==> src/rtl/edc_pkg.sv <==
package edc_pkg;

   function automatic bit depth_ok(input int d);
      return (d == 2) || (d == 4) || (d == 8) || (d == 16) || (d == 32) || (d == 64);
   endfunction

   typedef enum logic [1:0] {
      ACT_IDLE      = 2'd0,
      ACT_STORE     = 2'd1,
      ACT_DROP_DUP  = 2'd2,
      ACT_DROP_FULL = 2'd3
   } wr_action_e;

endpackage

==> src/rtl/edc_entry_store.sv <==
module edc_entry_store #(
   parameter int WORD_W = 35,
   parameter int DEPTH  = 8,
   parameter int CNT_W  = 4,
   parameter int IDX_W  = 3
) (
   input  logic              clk,
   input  logic              rst,
   input  logic              wr_en,
   input  logic [WORD_W-1:0] wr_word,
   input  logic [WORD_W-1:0] probe_word,
   output logic              hit,
   input  logic [IDX_W-1:0]  rd_idx,
   output logic [WORD_W-1:0] rd_word,
   output logic [CNT_W-1:0]  count
);
   logic [WORD_W-1:0] slot_q [DEPTH];
   logic [DEPTH-1:0]  match_vec;

   always_ff @(posedge clk) begin
      if (rst) begin
         count <= '0;
      end else if (wr_en) begin
         count <= count + CNT_W'(1);
      end
   end

   genvar gi;
   generate
      for (gi = 0; gi < DEPTH; gi++) begin : g_slot
         always_ff @(posedge clk) begin
            if (wr_en && (count[IDX_W-1:0] == IDX_W'(gi))) begin
               slot_q[gi] <= wr_word;
            end
         end
         assign match_vec[gi] = (CNT_W'(gi) < count) && (slot_q[gi] == probe_word);
      end
   endgenerate

   assign hit     = |match_vec;
   assign rd_word = slot_q[rd_idx];

   a_r5_no_write_when_full: assert property (@(posedge clk) disable iff (rst)
      wr_en |-> (count < CNT_W'(DEPTH)));
   a_r10_count_never_drops: assert property (@(posedge clk) disable iff (rst)
      1'b1 |=> (count >= $past(count)));
   a_r2_count_single_step: assert property (@(posedge clk) disable iff (rst)
      1'b1 |=> ((count - $past(count)) <= CNT_W'(1)));

endmodule

==> src/rtl/edc_service_port.sv <==
module edc_service_port #(
   parameter int CNT_W = 4,
   parameter int IDX_W = 3
) (
   input  logic             clk,
   input  logic             rst,
   input  logic [CNT_W-1:0] stored,
   input  logic             take,
   output logic             pend,
   output logic [IDX_W-1:0] rd_idx
);
   logic [CNT_W-1:0] rd_ptr;

   assign pend   = (rd_ptr != stored);
   assign rd_idx = rd_ptr[IDX_W-1:0];

   always_ff @(posedge clk) begin
      if (rst) begin
         rd_ptr <= '0;
      end else if (take && pend) begin
         rd_ptr <= rd_ptr + CNT_W'(1);
      end
   end

   a_r9_ptr_not_ahead: assert property (@(posedge clk) disable iff (rst)
      rd_ptr <= stored);
   a_r9_hold_when_stalled: assert property (@(posedge clk) disable iff (rst)
      (pend && !take) |=> (pend && $stable(rd_idx)));

endmodule

==> src/rtl/edc_flag_unit.sv <==
module edc_flag_unit (
   input  logic clk,
   input  logic rst,
   input  logic lost_evt,
   input  logic overrun_evt,
   input  logic full_drop_evt,
   input  logic crit_clear,
   output logic crit,
   output logic ovf
);
   logic set_crit;
   assign set_crit = lost_evt || overrun_evt;

   always_ff @(posedge clk) begin
      if (rst) begin
         crit <= 1'b0;
         ovf  <= 1'b0;
      end else begin
         if (set_crit)        crit <= 1'b1;
         else if (crit_clear) crit <= 1'b0;
         if (full_drop_evt)   ovf  <= 1'b1;
      end
   end

   a_r5_overflow_sticky: assert property (@(posedge clk) disable iff (rst)
      ovf |=> ovf);
   a_r8_clear_works: assert property (@(posedge clk) disable iff (rst)
      (crit_clear && !set_crit) |=> !crit);
   a_r8_set_wins: assert property (@(posedge clk) disable iff (rst)
      set_crit |=> crit);

endmodule

==> src/rtl/errcache_dedup.sv <==
module errcache_dedup #(
   parameter int WORD_W = 35,
   parameter int DEPTH  = 8,
   localparam int IDX_W = (DEPTH > 1) ? $clog2(DEPTH) : 1,
   localparam int CNT_W = IDX_W + 1
) (
   input  logic              clk,
   input  logic              rst,
   input  logic              bypass_cmp,
   input  logic [WORD_W-1:0] in_word,
   input  logic              in_valid,
   input  logic              in_error,
   output logic [WORD_W-1:0] out_word,
   output logic              out_valid,
   input  logic              out_ready,
   output logic              out_overflow,
   output logic [CNT_W-1:0]  fill_level,
   output logic              crit_flag,
   input  logic              crit_clear
);
   import edc_pkg::*;

   generate
      if (!depth_ok(DEPTH)) begin : g_bad_depth
         $error("errcache_dedup: DEPTH must be 2, 4, 8, 16, 32 or 64");
      end
      if (WORD_W < 1) begin : g_bad_width
         $error("errcache_dedup: WORD_W must be at least 1");
      end
   endgenerate

   logic              stg_valid;
   logic [WORD_W-1:0] stg_word;
   logic              accept;
   logic              overrun;
   logic              hit;
   logic              is_full;
   logic [IDX_W-1:0]  rd_idx;
   wr_action_e        action;

   assign overrun = in_valid && !in_error && stg_valid;
   assign accept  = in_valid && !in_error && !stg_valid;

   always_ff @(posedge clk) begin
      if (rst) begin
         stg_valid <= 1'b0;
         stg_word  <= '0;
      end else begin
         stg_valid <= accept;
         if (accept) stg_word <= in_word;
      end
   end

   assign is_full = (fill_level == CNT_W'(DEPTH));

   always_comb begin
      action = ACT_IDLE;
      if (stg_valid) begin
         if (hit && !bypass_cmp) action = ACT_DROP_DUP;
         else if (is_full)       action = ACT_DROP_FULL;
         else                    action = ACT_STORE;
      end
   end

   edc_entry_store #(
      .WORD_W(WORD_W), .DEPTH(DEPTH), .CNT_W(CNT_W), .IDX_W(IDX_W)
   ) u_store (
      .clk        (clk),
      .rst        (rst),
      .wr_en      (action == ACT_STORE),
      .wr_word    (stg_word),
      .probe_word (stg_word),
      .hit        (hit),
      .rd_idx     (rd_idx),
      .rd_word    (out_word),
      .count      (fill_level)
   );

   edc_service_port #(.CNT_W(CNT_W), .IDX_W(IDX_W)) u_svc (
      .clk    (clk),
      .rst    (rst),
      .stored (fill_level),
      .take   (out_ready),
      .pend   (out_valid),
      .rd_idx (rd_idx)
   );

   edc_flag_unit u_flags (
      .clk           (clk),
      .rst           (rst),
      .lost_evt      (in_error),
      .overrun_evt   (overrun),
      .full_drop_evt (action == ACT_DROP_FULL),
      .crit_clear    (crit_clear),
      .crit          (crit_flag),
      .ovf           (out_overflow)
   );

   a_r1_reset_empties: assert property (@(posedge clk)
      rst |=> (fill_level == '0 && !out_valid && !out_overflow && !crit_flag));
   a_r6_error_sets_crit: assert property (@(posedge clk) disable iff (rst)
      in_error |=> crit_flag);
   a_r7_overrun_sets_crit: assert property (@(posedge clk) disable iff (rst)
      (in_valid && stg_valid) |=> crit_flag);
   a_r3_dup_no_growth: assert property (@(posedge clk) disable iff (rst)
      (stg_valid && hit && !bypass_cmp) |=> (fill_level == $past(fill_level)));
   a_r5_full_stays_full: assert property (@(posedge clk) disable iff (rst)
      is_full |=> is_full);
   a_r5_fill_bound: assert property (@(posedge clk) disable iff (rst)
      fill_level <= CNT_W'(DEPTH));

endmodule

==> config.mk <==
export PLATFORM = sky130hd
export DESIGN_NAME = errcache_dedup
export DESIGN_NICKNAME = d
export VERILOG_FILES = /design/src/rtl/edc_pkg.sv /design/src/rtl/edc_entry_store.sv /design/src/rtl/edc_service_port.sv /design/src/rtl/edc_flag_unit.sv /design/src/rtl/errcache_dedup.sv
export SDC_FILE = /design/constraint.sdc
export NUM_CORES = 1
export LEC_CHECK = 0
export ABC_AREA = 1
export BUFFER_PORTS_ARGS = -buffer_cell sky130_fd_sc_hd__buf_4
export CAP_MARGIN = 20
export CORE_MARGIN = 2
export CORE_UTILIZATION = 60
export CTS_CLUSTER_SIZE = 14
export DETAILED_ROUTE_END_ITERATION = 6
export HOLD_SLACK_MARGIN = 0.02
export MAX_ROUTING_LAYER = met4
export PLACE_DENSITY = 0.88
export SLEW_MARGIN = 40
export SYNTH_ARGS = -nofsm -noshare
export SYNTH_HDL_FRONTEND = slang
export SYNTH_SLANG_ARGS = --single-unit
==> constraint.sdc <==
create_clock -name clk -period 8.9 [get_ports clk]
set_clock_uncertainty 0.1 [all_clocks]
set_input_delay 1.78 -clock clk [delete_from_list [all_inputs] [get_ports clk]]
set_output_delay 1.78 -clock clk [all_outputs]
set_load 0.03 [all_outputs]
==> flow_summary.yaml, run 1 <==
clock_network:
  cts_tree: "built"
  cts.path.max_buffers: 3
  hold_buffers: 0
  clkTransAtPathRegs_ps: 60
  h-tree-depth: 2
  root_buffer: "clkbuf_16"
  clock_latency_ps: 530
  numCtsBuffers: 37
  cts.sinks: 329
  cts_resized: 0
  post-cts-setup-buffer-count: 0
die:
  io-pin-count: 84
  row_count: 61
  die_h_um: 173
  start_util_pct: 61.2
  core_mm2: 0.0279
  die_w_um: 173
  die_area_mm2: 0.0298
placed_design:
  place_worst_setup_slack_ps: 4260
  place.gp.congestion: 1.07
  dp_cells: 2349
  io_buffers: 83
  place_area_mm2: 0.0178
  dp_hpwl_um: 40400
logic_synthesis:
  postSynthCellCount: 1970
  synth_area_mm2: 0.0171
  yosysTopAreaCell: "edfxtp_1"
  ys_ff_latch: 329
  synth_nets: 2020
  synth_area_leaders: "edfxtp_1 49%, nand2_1 12%, o21ai_0 6.5%, dfxtp_1 5.8%, nor2_1 4.4%"
  postSynthAreaPerCell_um2: 8.66
  yosysWarnings: 0
  yosysTopAreaCellShare_pct: 49.3
  seq_area_frac_synth_pct: 55.0
  ys_types: 34
grt:
  grt_pass1_wl_um: 87100
  overflow: 0
  grt_max_degree: 89
  grt_pass1_vias: 14084
  antenna_found_initial: 2
  grtUsageTotal_pct: 40.4
route:
  vias: 15257
  dr.pass1.iters: 7
  wire_per_inst_um: 24.6
  drcViolationCount: 0
  ant_nets: 0
  finalWirelength_um: 59600
  drtIter0Drc: 3086
  routed_via_density: 6.31
timing:
  relSlewSlack_pct: 42.4
  hold_violations: 0
  layout_min_cycle_time_ps: 5490
  period_share_pct: 61.7
  setup_slack_ps: 3410
  fmax_mhz: 182
  setup_tns_ps: 0
  rsz0062_at_grt: "no"
  drv_slew: 0
  worst_pin_slew_ps: 865
  setup_viol: 0
  whs_ps: 366
power_and_ir_drop:
  leakage_nw: 7.72
  p_per_area_mw_per_mm2: 215
  p_total_mw: 4.12
  vdd_drop_max_mv: 0.155
critical_path:
  r2r_setup_slack_ps: 4750
  critPathLaunchType: "register"
  worstSetupPathType: "register to output pin"
  worstPathRequired_ps: 7020
  cp.arrival_ps: 3610
  endpoint_kind: "output pin"
  path_max_fanout: 88
run_status:
  status: "completed"
layout:
  final_cell_mix: "535 x nand2_1, 280 x edfxtp_1, 223 x o21ai_0"
  nets: 2060
  nFillCells: 2107
  utilization_pct: 68.8
  drive_above_1_share_pct: 9.71
  fin_cells: 2419
  fin_area_mm2: 0.0192
  final_common_cell: "nand2_1"
  areaGrowthSynthToFinish_pct: 12.3
min_path:
  hp-class: "register to register"
run:
  drv_cap: 0
## cells in the mapped netlist, drive strengths merged
cell type and number:
nand2 539, edfxtp 280, o21ai 234, inv 210, nor2 204, a21oi 134, xnor2 70, clkbuf 53
dfxtp 49, buf 47, a31oi 35, xor2 35, nand4 24, nand3 14, o22ai 14, ha 8
a221oi 7, o211ai 7, nor3 2, clkinv 1, nand3b 1, o21a 1, o21bai 1
## layout make-up
type	instances	area, um2	share of cell area, %
clock buffer	50	1040	5.42
multi-input combinational	1330	6420	33.5
sequential	329	9390	49.0
antenna	2	5.00	0.0261
inverter	211	797	4.16
timing repair buffer	101	758	3.96
tap	378	473	2.47
clock inverter	18	270	1.41
## worst paths after layout
check,from,to,cells after the start
max reg2reg,stg_word[31]$_SDFFE_PP0P_,u_store.slot_q[5][19]$_DFFE_PP_,17
max,register,out_word[5],7
min reg2reg,u_flags.ovf$_SDFFE_PP0N_,u_flags.ovf$_SDFFE_PP0N_,1
min,u_flags.ovf$_SDFFE_PP0N_,u_flags.ovf$_SDFFE_PP0N_,1
## routing by layer
layer	share of wire [%]	vias up	wire [um]	global-route usage, %
li1	-	6600	-	-
met1	36	7067	21300	52.8
met2	44	1357	26500	60.3
met3	14	233	8240	8.60
met4	5.9	0	3510	19.4
met5	0	-	0	-
## power by group
group / internal [mW] / switching [mW] / total (mW)
clock: 1.02 / 0.632 / 1.65
sequential: 1.70 / 0.0812 / 1.78
combinational: 0.210 / 0.471 / 0.681
total: 2.94 / 1.18 / 4.12
## flip-flops by register name, indices dropped and copies added (netlist names), named ones only
register	cells
u_flags.crit	1
u_svc.rd_ptr	4
stg_word	35
stg_valid	1
u_store.count	4
u_flags.ovf	1
u_store.slot_q	280
## cell families (layout without fill, tap and decap cells)
kind of cell / Yosys count / after routing / synth area share, %
simple gates: 784 / 784 / 17.9
flops: 329 / 329 / 55.0
other cells: 0 / 2 / 0
compound gates: 433 / 433 / 13.4
buf+inv: 311 / 380 / 7.69
xor+xnor: 105 / 105 / 5.39
fa+ha+maj: 8 / 8 / 0.587
## worst max-delay path, stage by stage, from the launching register on
cell and delay [ps]:
dfxtp_4 540, inv_4 620, buf_4 760, nor2_1 130
o21ai_0 210, a21oi_1 70, a31oi_1 370, buf_4 240
Note: power is estimated with default switching activity, not from simulation.
==> run 2: changes to the inputs <==
Settings changed: ABC_AREA 1 to 0, CORE_UTILIZATION 60 to 56, PLACE_DENSITY 0.88 to 0.87.
Clock period 8.9 ns to 4.5 ns, I/O delays scaled along.
==> run 2 against run 1 <==
Effect of this change:
- hold slack better by 35 ps
- combinational power increased by 24%
- setup slack worse by 2700 ps
- sequential power increased by 93%
- critical path type is now register to register
- critical endpoint is now u_store.slot_q[2][2]$_DFFE_PP_
==> flow_summary.yaml, run 2 <==
logic_synthesis:
  synth-main-ff-cell: "edfxtp_1"
  synth_area_leaders: "edfxtp_1 53%, xor2_1 11%, mux4_2 10%, dfxtp_1 6.2%, xnor2_1 4.6%"
  synth_edf_count: 280
  yosysTopAreaCellShare_pct: 53.1
  postSynthAreaPerCell_um2: 14.8
  synth_fa_ha_area_share_pct: 0.633
  ys_async_sr_fraction_pct: 0
  seq_area_frac_synth_pct: 59.3
  muxShareOfSynthArea_pct: 12.8
  yosys.cell_count.top_type: "edfxtp_1"
  yosysTopAreaCell: "edfxtp_1"
  synth-xor-area-share_pct: 15.6
  postSynthCellCount: 1066
  synth_compound_area_share_pct: 2.02
  ys_ff_latch: 329
  synth_top_family_by_area: "XOR/XNOR gates"
  synth_area_mm2: 0.0158
  synthTopCellsByCount: "280 x edfxtp_1, 199 x xor2_1, 83 x xnor2_1"
  synth-simple-area-share_pct: 6.88
  yosysWarnings: 0
  ys_types: 40
  synth_nets: 1116
clock_network:
  h-tree-depth: 2
  cts_resized: 0
  clkTransAtPathRegs_ps: 60
  cts_tree: "built"
  post-cts-setup-buffer-count: 0
  root_buffer: "clkbuf_16"
  hold_buffers: 0
  numCtsBuffers: 35
  cts.path.max_buffers: 3
  clock_latency_ps: 520
  cts.sinks: 329
power_and_ir_drop:
  p_per_area_mw_per_mm2: 395
  leakage_nw: 6.25
  vdd_drop_max_mv: 0.340
die:
  io-pin-count: 84
  die_w_um: 172
  start_util_pct: 56.9
  die_area_mm2: 0.0296
  row_count: 61
  die_h_um: 172
  core_mm2: 0.0278
critical_path:
  reg2regPathDepth: 9
  worstPathRequired_ps: 4610
  cp_slowest_stage_delay_ps: 620
  worst_path_dominant_cell_family: "simple AND/OR/NAND/NOR gates"
  worstSetupPathType: "register to register"
  path_cells: "nor2_1 > nor3_1 > nand4_1 > nor3_1 > nor4_1 > a31oi_4 > nor2_4 > and3_2 > buf_12"
  path_max_fanout: 19
  critPathLaunchType: "register"
  crit_buf_inv: 1
  critPathSlowestCell: "and3_2"
  endpoint_kind: "register"
  crit_path_frequent_cell: "nor3_1"
  r2r-end: "u_store.slot_q[2][2]$_DFFE_PP_"
  cp.arrival_ps: 3890
  regToRegStartpoint: "u_store.count[2]$_SDFFE_PP0N_"
  worst-path-stages: 9
  r2r_setup_slack_ps: 720
timing:
  layout_min_cycle_time_ps: 3780
  worst_pin_slew_ps: 827
  rsz0062_at_grt: "no"
  fmax_mhz: 264
  period_share_pct: 84.1
  relSlewSlack_pct: 44.3
  setup_tns_ps: 0
  drv_slew: 0
  setup_viol: 0
  hold_violations: 0
route:
  wire_per_inst_um: 28.8
  drcViolationCount: 0
  dr.pass1.iters: 5
  finalWirelength_um: 44900
  routed_via_density: 6.40
  drtIter0Drc: 1637
  ant_nets: 0
  vias: 9988
grt:
  antenna_found_initial: 3
  grt_pass1_wl_um: 65300
  grt_pass1_vias: 9600
  grtUsageTotal_pct: 32.3
  grt_max_degree: 71
  overflow: 0
min_path:
  hold_start: "u_svc.rd_ptr[3]$_SDFFE_PP0P_"
  hold_end: "u_svc.rd_ptr[3]$_SDFFE_PP0P_"
  min_path_cells: 2
  hp-class: "register to register"
placed_design:
  dp_cells: 1494
  io_buffers: 83
  dp_hpwl_um: 30700
  place.gp.congestion: 1.15
layout:
  fin_cells: 1560
  final_common_cell: "edfxtp_1"
  drive_above_1_share_pct: 24.9
  nets: 1203
  biggestRegsByFlops: "u_store.slot_q (280), stg_word (35)"
  final_cell_mix: "280 x edfxtp_1, 199 x xor2_1, 116 x buf_4"
  top_register: "u_store.slot_q"
  areaGrowthSynthToFinish_pct: 13.7
  largest_reg_flops: 280
run_status:
  status: "completed"
run:
  drv_cap: 0
[run 2: metrics by stage]
stage | power, mW | setup WS (ps) | util, % | hold slack, ps | area [um2]
finish | 7.10 | 717 | 64.8 | 401 | 18000
detailed placement | 4.33 | 825 | 60.7 | 391 | 16900
global placement | 4.32 | 735 | 60.6 | 377 | 16800
global route | 7.27 | 580 | 64.8 | 425 | 18000
CTS | 7.10 | 758 | 64.7 | 403 | 18000
floorplan | 4.03 | 1220 | - | 370 | 15800
[run 2: cell type report]
type / count / area, um2
Tap cell: 378 / 473
Antenna cell: 3 / 7.51
Fill cell: 1992 / 9790
Sequential cell: 329 / 9400
Multi-Input combinational cell: 660 / 6040
Timing Repair Buffer: 119 / 931
Inverter: 8 / 30.0
Clock inverter: 15 / 120
Clock buffer: 48 / 997
[run 2: where the power goes]
part	total, mW	leakage [nW]	internal (mW)	switching (mW)
clock network	2.82	0.548	1.66	1.16
registers	3.44	2.95	3.34	0.0959
logic	0.842	2.75	0.379	0.463
total	7.10	6.25	5.38	1.72
[run 2: worst max-delay path by stage]
stage / start / endpoint
final: u_store.count[2]$_SDFFE_PP0N_ / u_store.slot_q[2][2]$_DFFE_PP_
after global routing: stg_word[4]$_SDFFE_PP0P_ / u_store.slot_q[2][0]$_DFFE_PP_
after CTS: register / out_word[20]
after detailed placement: stg_word[30]$_SDFFE_PP0P_ / u_store.slot_q[2][2]$_DFFE_PP_
after global placement: stg_word[30]$_SDFFE_PP0P_ / u_store.slot_q[0][34]$_DFFE_PP_
after floorplan: u_store.count[3]$_SDFFE_PP0N_ / u_store.slot_q[4][0]$_DFFE_PP_
[run 2: metal layers]
layer	vias to the layer above	global-route usage [%]	part of all wire [%]
met2	727	48.2	46
met3	122	7.42	12
met5	-	-	0
met4	0	12.7	4.6
met1	5002	43.5	37
li1	4137	-	-
[run 2: tightest hold or removal path: stages, from the launching register on]
cell and delay (ps):
dfxtp_1 330, o21ai_0 70, a21oi_1 60
[run 2: cells by family after synthesis]
kind of cell	after synthesis
mux	109
simple gates	210
compound gates	51
xor+xnor	282
buf+inv	77
flops	329
fa+ha+maj	8
==> run 3: changes to the inputs <==
Settings changed: CORE_UTILIZATION 56 to 60, PLACE_DENSITY 0.87 to 0.88.
Clock period 4.5 ns to 3.7 ns, I/O delays scaled along.
==> run 3 against run 2 <==
Effect of this change:
- sequential power grew 21%
- highest routed layer unchanged
- first-iteration DRC count grew 4.6%
- critical path depth is the same
- via count grew 2.7%
- setup slack lost 580 ps
- critical path type unchanged
- final area grew 2.0%
- core utilization grew 5.9 points
- largest cell class unchanged
- die area shrank 6.5%
- cell count shrank 0.45%
- global-route usage grew 2.5 points
- sequential share of layout area shrank 1.0 points
==> flow_summary.yaml, run 3 (synthesized netlist as in run 2, its figures left out) <==
run_status:
  status: "completed"
layout:
  top_register: "u_store.slot_q"
  largest_reg_flops: 280
  fin_area_mm2: 0.0184
  biggestRegsByFlops: "u_store.slot_q (280), stg_word (35)"
  drive_above_1_share_pct: 27.4
  final_common_cell: "edfxtp_1"
  areaGrowthSynthToFinish_pct: 16.0
  final_cell_mix: "280 x edfxtp_1, 199 x xor2_1, 144 x buf_4"
  nets: 1240
power_and_ir_drop:
  vdd_drop_max_mv: 0.423
  leakage_nw: 6.51
  p_total_mw: 8.88
  p_per_area_mw_per_mm2: 484
die:
  core_mm2: 0.0260
  start_util_pct: 60.9
  die_w_um: 166
  die_area_mm2: 0.0277
  row_count: 59
  io-pin-count: 84
  die_h_um: 166
grt:
  top_usage_layer: "met2"
  grtUsageTotal_pct: 34.8
  use_met1_pct: 47.3
  overflow: 0
  met2_usage_pct: 51.7
  antenna_found_initial: 1
  grt_max_degree: 71
  grt_pass1_wl_um: 68000
  grt_pass1_vias: 10111
  grt_use_met3_pct: 7.22
clock_network:
  clkTransAtPathRegs_ps: 60
  numCtsBuffers: 36
  cts.sinks: 329
  root_buffer: "clkbuf_16"
  clock_latency_ps: 530
  h-tree-depth: 2
  cts_tree: "built"
  cts.path.max_buffers: 3
critical_path:
  critPathLaunchType: "register"
  crit_path_end: "u_store.slot_q[4][2]$_DFFE_PP_"
  regToRegStartpoint: "stg_word[29]$_SDFFE_PP0P_"
  path_cells: "xor2_1 > nor4_1 > nand4_1 > nor4_1 > nor4_1 > a31oi_4 > nor2_1 > and3_2 > buf_12"
  startpoint: "stg_word[29]$_SDFFE_PP0P_"
  critPathSlowestCell: "nor4_1"
  r2r_setup_slack_ps: 130
  reg2regPathDepth: 9
  crit_buf_inv: 1
  path_max_fanout: 27
  worstPathRequired_ps: 3840
  cp.arrival_ps: 3710
  worst_path_dominant_cell_family: "simple AND/OR/NAND/NOR gates"
  crit_path_frequent_cell: "nor4_1"
  cp_slowest_stage_delay_ps: 710
  endpoint_kind: "register"
  worst-path-stages: 9
  r2r-end: "u_store.slot_q[4][2]$_DFFE_PP_"
  worstSetupPathType: "register to register"
timing:
  drv_slew: 0
  worst_pin_slew_ps: 822
  period_share_pct: 96.4
  fmax_mhz: 280
  rsz0062_at_grt: "no"
  setup_tns_ps: 0
  layout_min_cycle_time_ps: 3570
  hold_violations: 0
  relSlewSlack_pct: 44.7
  setup_viol: 0
route:
  dr.pass1.iters: 5
  drcViolationCount: 0
  routed_via_density: 6.61
  wire_per_inst_um: 30.2
  vias: 10260
  ant_nets: 0
  drtIter0Drc: 1713
  finalWirelength_um: 46900
placed_design:
  place_area_mm2: 0.0172
  dp_hpwl_um: 32700
  place.gp.congestion: 1.05
  io_buffers: 83
run:
  drv_cap: 0
min_path:
  hp-class: "input port to register"
run 3: cell types whose count changed in the layout (fill, tap and decap cells not counted), moves of 3 or more:
cell,change
and3_2,+5
and3_4,-5
buf_12,+8
buf_4,+28
clkbuf_1,+3
clkinv_1,-4
run 3: layout make-up:
class	count	area, um2
Sequential cell	329	9400
Fill cell	1686	7630
Multi-Input combinational cell	660	6010
Timing Repair Buffer	155	1300
Clock buffer	52	1020
Tap cell	335	419
Clock inverter	13	170
Inverter	8	30.0
Antenna cell	1	2.50
run 3: tightest hold or removal path: cells and delay by family:
kind	cells	cell delay, ps
buffers and inverters	1	110
AOI/OAI and AO/OA	1	50
and+or+nand+nor	1	50
run 3: stage by stage:
stage / utilization (%) / cells / setup slack [ps] / hold WS [ps]
after floorplan: - / 1066 / 417 / 370
after global placement: 66.0 / 1487 / 232 / 384
after detailed placement: 66.0 / 1487 / 229 / 395
after CTS: 70.6 / 1552 / 177 / 356
after global routing: 70.6 / 1553 / 48.6 / 362
final: 70.6 / 1553 / 133 / 357
run 3: what timing repair did:
item,4_1_cts,5_1_grt
hold buffers,0,0
endpoints found under the hold margin,0,0
setup buffers,0,0
gates resized for setup,0,1
endpoints found under the setup margin,0,169
run 3: worst min path at each step:
stage | start | to | slack, ps | cells after the start
2_1_floorplan | u_svc.rd_ptr[3]$_SDFFE_PP0P_ | u_svc.rd_ptr[3]$_SDFFE_PP0P_ | 370 | 2
3_3_place_gp | u_svc.rd_ptr[3]$_SDFFE_PP0P_ | u_svc.rd_ptr[3]$_SDFFE_PP0P_ | 380 | 2
3_5_place_dp | u_svc.rd_ptr[3]$_SDFFE_PP0P_ | u_svc.rd_ptr[3]$_SDFFE_PP0P_ | 390 | 2
4_1_cts | in_error | u_flags.crit$_SDFFE_PP0P_ | 360 | 3
5_1_grt | in_word[32] | stg_word[32]$_SDFFE_PP0P_ | 360 | 3
6_report | in_word[7] | stg_word[7]$_SDFFE_PP0P_ | 360 | 3
run 3: layer usage:
metal	vias up	part of all wire [%]	wire [um]
met2	789	46	21600
li1	4219	-	-
met3	135	12	5460
met1	5117	37	17600
met5	-	0	0
met4	0	4.8	2270
run 3: report_power, final:
| group | switching [mW] | internal, mW | total, mW |
|---|---|---|---|
| clock | 1.45 | 2.20 | 3.66 |
| combinational | 0.597 | 0.479 | 1.08 |
| sequential | 0.0876 | 4.06 | 4.15 |
